### src/rtl/arith4_pkg.sv
`timescale 1ns/1ps
package arith4_pkg;

  typedef struct packed {
    logic add;
    logic inc;
    logic neg;
    logic sub;
  } op_sel_t;

  localparam int unsigned NUM_OPS = 4;

  function automatic logic exactly_one(input op_sel_t s);
    logic [2:0] cnt;
    cnt = {2'b00, s.add} + {2'b00, s.inc} + {2'b00, s.neg} + {2'b00, s.sub};
    return (cnt == 3'd1);
  endfunction

endpackage

### src/rtl/arith4_rst_sync.sv
`timescale 1ns/1ps
module arith4_rst_sync #(
  parameter int unsigned STAGES = 2
) (
  input  logic clk,
  input  logic rst_n,
  output logic rst_q_n
);
  generate
    if (STAGES < 2) begin : g_single
      logic q;
      always_ff @(posedge clk or negedge rst_n) begin
        if (!rst_n) q <= 1'b0;
        else        q <= 1'b1;
      end
      assign rst_q_n = q;
    end else begin : g_chain
      logic [STAGES-1:0] sh;
      always_ff @(posedge clk or negedge rst_n) begin
        if (!rst_n) sh <= '0;
        else        sh <= {sh[STAGES-2:0], 1'b1};
      end
      assign rst_q_n = sh[STAGES-1];
    end
  endgenerate
endmodule

### src/rtl/arith4_decode.sv
`timescale 1ns/1ps
module arith4_decode
  import arith4_pkg::*;
(
  input  op_sel_t sel,
  output logic    valid,
  output logic    invert_a,
  output logic    pass_b,
  output logic    carry_in
);
  always_comb begin
    valid    = exactly_one(sel);
    // the shared adder computes x + y + cin
    invert_a = sel.neg | sel.sub;   // x = ~A for negate and subtract
    pass_b   = sel.add | sel.sub;   // y = B only for add and subtract
    carry_in = sel.inc | sel.neg | sel.sub;
  end
endmodule

### src/rtl/arith4_core.sv
`timescale 1ns/1ps
module arith4_core #(
  parameter int unsigned W = 8
) (
  input  logic [W-1:0] a,
  input  logic [W-1:0] b,
  input  logic         valid,
  input  logic         invert_a,
  input  logic         pass_b,
  input  logic         carry_in,
  output logic [W-1:0] res,
  output logic         is_zero,
  output logic         is_neg
);
  logic [W-1:0] x_op;
  logic [W-1:0] y_op;
  logic [W-1:0] sum;

  always_comb begin
    x_op    = invert_a ? ~a : a;
    y_op    = pass_b ? b : '0;
    sum     = x_op + y_op + {{(W-1){1'b0}}, carry_in};
    res     = valid ? sum : '0;
    is_zero = (res == '0);
    is_neg  = res[W-1];
  end
endmodule

### src/rtl/arith4_flags.sv
`timescale 1ns/1ps
module arith4_flags (
  input  logic clk,
  input  logic rst_q_n,
  input  logic load,
  input  logic n_in,
  input  logic z_in,
  output logic n_q,
  output logic z_q
);
  logic n_d;
  logic z_d;

  always_comb begin
    n_d = n_q;
    z_d = z_q;
    if (load) begin
      n_d = n_in;
      z_d = z_in;
    end
  end

  always_ff @(posedge clk or negedge rst_q_n) begin
    if (!rst_q_n) begin
      n_q <= 1'b0;
      z_q <= 1'b0;
    end else begin
      n_q <= n_d;
      z_q <= z_d;
    end
  end
endmodule

### src/rtl/arith4_unit.sv
`timescale 1ns/1ps
module arith4_unit
  import arith4_pkg::*;
#(
  parameter int unsigned W           = 8,
  parameter int unsigned SYNC_STAGES = 2
) (
  input  logic         clk,
  input  logic         rst_n,
  input  logic [W-1:0] a_in,
  input  logic [W-1:0] b_in,
  input  logic         do_add,
  input  logic         do_inc,
  input  logic         do_neg,
  input  logic         do_sub,
  output logic [W-1:0] sum_out,
  output logic         zero_now,
  output logic         neg_now,
  output logic         zero_flag,
  output logic         neg_flag
);
  op_sel_t sel_vec;
  logic    rst_q_n;
  logic    valid;
  logic    invert_a;
  logic    pass_b;
  logic    carry_in;

  assign sel_vec = '{add: do_add, inc: do_inc, neg: do_neg, sub: do_sub};

  arith4_rst_sync #(.STAGES(SYNC_STAGES)) u_rst (
    .clk     (clk),
    .rst_n   (rst_n),
    .rst_q_n (rst_q_n)
  );

  arith4_decode u_dec (
    .sel      (sel_vec),
    .valid    (valid),
    .invert_a (invert_a),
    .pass_b   (pass_b),
    .carry_in (carry_in)
  );

  arith4_core #(.W(W)) u_core (
    .a        (a_in),
    .b        (b_in),
    .valid    (valid),
    .invert_a (invert_a),
    .pass_b   (pass_b),
    .carry_in (carry_in),
    .res      (sum_out),
    .is_zero  (zero_now),
    .is_neg   (neg_now)
  );

  arith4_flags u_flags (
    .clk     (clk),
    .rst_q_n (rst_q_n),
    .load    (valid),
    .n_in    (neg_now),
    .z_in    (zero_now),
    .n_q     (neg_flag),
    .z_q     (zero_flag)
  );
endmodule

### config.mk
export PLATFORM = sky130hd
export DESIGN_NAME = arith4_unit
export DESIGN_NICKNAME = d
export VERILOG_FILES = /design/src/rtl/arith4_pkg.sv /design/src/rtl/arith4_rst_sync.sv /design/src/rtl/arith4_decode.sv /design/src/rtl/arith4_core.sv /design/src/rtl/arith4_flags.sv /design/src/rtl/arith4_unit.sv
export SDC_FILE = /design/constraint.sdc
export NUM_CORES = 1
export LEC_CHECK = 0
export CAP_MARGIN = 20
export CORE_UTILIZATION = 35
export CTS_BUF_LIST = sky130_fd_sc_hd__clkbuf_2 sky130_fd_sc_hd__clkbuf_4 sky130_fd_sc_hd__clkbuf_8
export DETAILED_ROUTE_END_ITERATION = 6
export GPL_ROUTABILITY_DRIVEN = 0
export MAX_ROUTING_LAYER = met4
export PLACE_DENSITY = 0.79
export SLEW_MARGIN = 30
export SYNTH_ARGS = -nofsm -noshare
export SYNTH_HDL_FRONTEND = slang
export SYNTH_HIERARCHICAL = 1
export SYNTH_SLANG_ARGS = --single-unit
### constraint.sdc
create_clock -name clk -period 7.4 [get_ports clk]
set_clock_uncertainty 0.15 [all_clocks]
set_input_delay 0.74 -clock clk [delete_from_list [all_inputs] [get_ports clk]]
set_output_delay 0.74 -clock clk [all_outputs]
set_load 0.01 [all_outputs]
; Word-level counts from Yosys, hierarchy flattened
; Cells that the tools add are included.
[totals]
register_bits = 4
latch_bits = 0
ram_bits = 0
rom_bits = 0
input_bits = 22
output_inout_bits = 12
wordCells = 18
mem_count = 0
[classes]
add_sub_neg = 5
multipliers = 0
div_mod_pow = 0
n_lt_le_gt_ge = 0
eq_ne = 1
shift = 0
n_mux = 3
bitwise = 5
n_reduce_logical = 1
[ops]
columns = op, count
row1 = $mux W8, 3
row2 = $add A8 B1 Y8, 1
row3 = $add A8 B8 Y8, 1
row4 = $logic_not A8 Y1, 1
row5 = $not A8 Y8, 1
row6 = $add A3 B1 Y3, 2
row7 = $or A1 B1 Y1, 4
row8 = $eq A3 B1 Y1 const B, 1
row9 = $add A1 B1 Y2, 1

; Logic depth before layout (Yosys ltp)
[depth]
ltp_word = 6
mapped_depth = 14

; By module
; Netlist, hierarchy kept.
[modules_own_cells]
columns = mod, n_inst, cells_each, area_per_inst_um2, seq_area_each_um2
row1 = arith4_core, 1, 66, 495.5, 0.0
row2 = arith4_decode, 1, 13, 100.1, 0.0
row3 = arith4_flags, 1, 4, 72.6, 50.0
row4 = arith4_rst_sync, 1, 3, 53.8, 50.0

; Worst setup path before layout
; Ideal clock, no wire load.
[synth_path]
kind = input to output
startpoint = in do_sub
endpoint = out zero_now
arrival_ps = 3277
t_required_ps = 6510
setup_slack_ps = 3233
path_stages = 13
path_buffers = 1
path_cell_list = inv_1 ha_1 inv_1 buf_2 xnor2_1 fa_1 fa_1 nor2b_1 o21a_1 o211ai_1 and3_1 o21a_1 nor4_2
[synth_via]
elab_chain_cells = 6
word_cells_on_any_way = 11
classes_between = add/sub (3) / eq/ne (1) / mux (3) / bitwise (3) / reduce/logical (1)
[synth_lines]
columns = element, line_no
row1 = start: declaration, arith4_unit.sv:15  ; input logic do_sub,
row2 = $or A1 B1 Y1, arith4_decode.sv:14  ; invert_a = sel.neg | sel.sub;
row3 = named net invert_a, arith4_unit.sv:25  ; logic invert_a;
row4 = $mux W8, arith4_core.sv:20  ; x_op = invert_a ? ~a : a;
row5 = $add A8 B8 Y8, arith4_core.sv:22  ; sum = x_op + y_op + {{(W-1){1'b0}}, carry_in};
row6 = $add A8 B1 Y8, arith4_core.sv:22
row7 = $mux W8, arith4_core.sv:23  ; res = valid ? sum : '0;
row8 = named net sum_out[6], arith4_unit.sv:16  ; output logic [W-1:0] sum_out,
row9 = $logic_not A8 Y1, arith4_core.sv:24  ; is_zero = (res == '0);
row10 = end: declaration, arith4_unit.sv:17  ; output logic zero_now,
; The timed path passes the listed nets, and every way through them passes these cells.

; Final worst setup path
[layout_path]
startpoint = in do_sub
endpoint = out zero_now
[layout_via]
elab_chain_cells = 6
word_cells_on_any_way = 11
classes_between = add/sub (3) / eq/ne (1) / mux (3) / bitwise (3) / reduce/logical (1)
[layout_lines]
columns = element, line_no
row1 = $or A1 B1 Y1, arith4_decode.sv:14
row2 = named net invert_a, arith4_unit.sv:25
row3 = $mux W8, arith4_core.sv:20
row4 = $add A8 B8 Y8, arith4_core.sv:22
row5 = $add A8 B1 Y8, arith4_core.sv:22
row6 = $mux W8, arith4_core.sv:23
row7 = $logic_not A8 Y1, arith4_core.sv:24
; The timed path passes the listed nets, and every way through them passes these cells.

==> results.json <==
{
  "grtUsageTotal_pct": 16.2,
  "critPathTopFamily": "buffers and inverters",
  "final_common_cell": "clkdlybuf4s50_1",
  "yosys_register_bits": 4,
  "run_status": "finished clean",
  "cts_tree": "yes",
  "area_growth_pct": 53.9,
  "die_area_um2": 2250,
  "via_per_inst": 4.65,
  "final_hold_viol_count": 0,
  "netlist-cell-type-count": 31,
  "syn_inst": 86,
  "synth_xor_area_share_pct": 14.6,
  "synth_area_um2": 722,
  "vdd_drop_max_mv": 0.144,
  "slew_headroom_pct": 57.1,
  "cts_hold_buf": 1,
  "maxCapViolCount": 0,
  "post_drt_wl_per_cell_um": 10.7,
  "ios": 34,
  "cp_slowest_cell": "clkdlybuf4s50_1",
  "rsz0062_at_grt": "no",
  "regArea_um2": 100,
  "worstSetupStartpointType": "primary input",
  "n_antenna_cell": 0,
  "critPathMaxFanout": 8,
  "grt-ovfl-total": 0,
  "ant_nets": 0,
  "multi_input_area_um2": 581,
  "cts_buffer_depth": 2,
  "cts_root_buf": "clkbuf_4",
  "use_met1_pct": 17.6,
  "period_needed_ns": 5.37,
  "powerDensity_nw_per_um2": 156,
  "grt_max_degree": 12,
  "timing.hold.ws_ns": 0.208,
  "yosys.area_share.simple_pct": 24.1,
  "dr.first_iter.drc_count": 9,
  "cp.arrival_ns": 4.48,
  "p_leak_nw": 0.482,
  "synth-compound-area-share_pct": 13.5,
  "clkTransAtPathRegs_ns": 0.04,
  "hold_class": "reg -> reg",
  "nNetsFinal": 157,
  "postCtsSetupBuffers": 0,
  "yosysSeqAreaShare_pct": 13.9,
  "critPathBufInv": 4,
  "die_h_um": 47.4,
  "setup_viol": 0,
  "final_cell_mix": "clkdlybuf4s50_1 (33), inv_1 (9), ha_1 (9)",
  "dp_hpwl_mm": 1.35,
  "crit_type": "in -> out",
  "syn_nets": 120,
  "drive_gt1_share_pct": 8.26,
  "yosys.area_share.adder_pct": 23.9,
  "die_width_um": 47.4,
  "timing.final.crit_share_pct": 72.6,
  "slowest_delay_ns": 0.58,
  "cp_cell_sequence": "clkdlybuf4s50_1 > inv_1 > ha_1 > inv_1 > xnor2_1 > fa_1 > fa_1 > nor2b_1 > o21a_1 > o211ai_1 > and3_1 > o21a_1 > nor4_2 > clkdlybuf4s50_1",
  "via_count": 688,
  "drcViolationCount": 0,
  "muxShareOfSynthArea_pct": 3.12,
  "worstSkewPairLatency_ns": 0.23,
  "core-area_um2": 1940,
  "cts_resized": 0,
  "tightestPinTransition_ns": 0.641,
  "fmaxAchievable_ghz": 0.186,
  "cts_num_sinks": 4,
  "grt_pass1_wl_mm": 2.51,
  "grt-busiest-layer": "met2",
  "cts.htree.levels": 1,
  "portBuffers": 33,
  "initial_core_util_pct": 37.2,
  "synth_top_family_by_area": "simple AND/OR/NAND/NOR gates",
  "met2_usage_pct": 31.0,
  "cp-end-kind": "output pin",
  "fp-row-count": 16,
  "crit_cells": 14,
  "fin_setup_tns_ns": 0,
  "whs_path_depth": 0,
  "globalRouteMet3Util_pct": 2.64,
  "rr_worst_depth": 1,
  "drv_slew": 0,
  "grt_pass1_vias": 641,
  "routed_wl_mm": 1.58,
  "cp.required_ns": 6.51,
  "cts_made_buffers": 3,
  "drt_pass1_iterations": 4,
  "antenna_found_initial": 0,
  "fillers": 197,
  "yosys_warnings": 6,
  "syn_area_per_cell_um2": 8.39
}
## cell usage after synthesis
| library cell | n | area [µm²] |
|---|---|---|
| a211oi_1 | 1 | 7.51 |
| a21oi_1 | 5 | 25.0 |
| a41oi_1 | 1 | 8.76 |
| and2_1 | 8 | 50.1 |
| and2_2 | 1 | 7.51 |
| and3_1 | 1 | 6.26 |
| and3b_1 | 1 | 8.76 |
| buf_2 | 1 | 5.00 |
| buf_4 | 1 | 7.51 |
| conb_1 | 1 | 3.75 |
| dfrtp_1 | 4 | 100 |
| fa_1 | 3 | 60.1 |
| ha_1 | 9 | 113 |
| inv_1 | 9 | 33.8 |
| mux2_2 | 2 | 22.5 |
| nand2_1 | 5 | 18.8 |
| nand2b_1 | 2 | 12.5 |
| nor2_1 | 2 | 7.51 |
| nor2_2 | 1 | 6.26 |
| nor2b_1 | 3 | 18.8 |
| nor3_1 | 1 | 5.00 |
| nor3b_1 | 1 | 7.51 |
| nor4_2 | 1 | 12.5 |
| o211ai_1 | 1 | 7.51 |
| o21a_1 | 3 | 22.5 |
| o21ai_0 | 3 | 15.0 |
| o41a_1 | 1 | 11.3 |
| or2_2 | 1 | 6.26 |
| or3_1 | 1 | 6.26 |
| xnor2_1 | 6 | 52.6 |
| xor2_1 | 6 | 52.6 |
## metal layers
layer / wire length (µm) / part of all wire [%]
met2: 861 / 55
met1: 651 / 41
met3: 55 / 3.5
met4: 8 / 0.51
met5: 0 / 0
## power breakdown
group / internal, W / switching (W)
clock: 0.0000180 / 0.00000749
combinational: 0.0000680 / 0.0000509
sequential: 0.0000271 / 0.00000206
total: 0.000113 / 0.0000604
## area by class of cell
class                           instances  share of cell area [%]
Timing Repair Buffer                   34                    30.6
Multi-Input combinational cell         71                    52.3
Clock buffer                            3                    2.03
Tap cell                               27                    3.04
Inverter                                9                    3.04
Sequential cell                         4                    9.01
## final timing paths
path                                     start                  end  slack [ns]
hold reg to reg            u_rst/g_chain.sh[0]  u_rst/g_chain.sh[1]        0.21
max in group asynchronous                rst_n  u_rst/g_chain.sh[0]        6.46
setup reg to reg                   u_flags/z_q          u_flags/z_q        6.51
min in group asynchronous  u_rst/g_chain.sh[1]          u_flags/z_q        0.41
setup / recovery                        do_sub             zero_now        2.03
hold / removal             u_rst/g_chain.sh[0]  u_rst/g_chain.sh[1]        0.21
## flip-flops by register name (all words and copies together), names as in the netlist
name and count:
u_rst/g_chain.sh 2, u_flags/n_q 1, u_flags/z_q 1
## metrics by stage
stage	utilization [%]	setup slack [ns]	power [W]	instance area [µm²]	std cells
after floorplan	-	3.23	0.0000980	722	86
after global placement	55.3	2.13	0.000146	1070	144
after detailed placement	55.5	2.02	0.000149	1080	144
after CTS	57.2	2.02	0.000176	1110	148
after global routing	57.2	1.87	0.000190	1110	148
final	57.2	2.03	0.000174	1110	148
## cells by family after synthesis
group	after synthesis
and+or+nand+nor	29
AOI/OAI and AO/OA	15
adders and majority gates	12
xor gates and xnor gates	12
buffers and inverters	11
DFF	4
muxes	2
other	1
No activity file was read; power rests on OpenSTA's default activity.
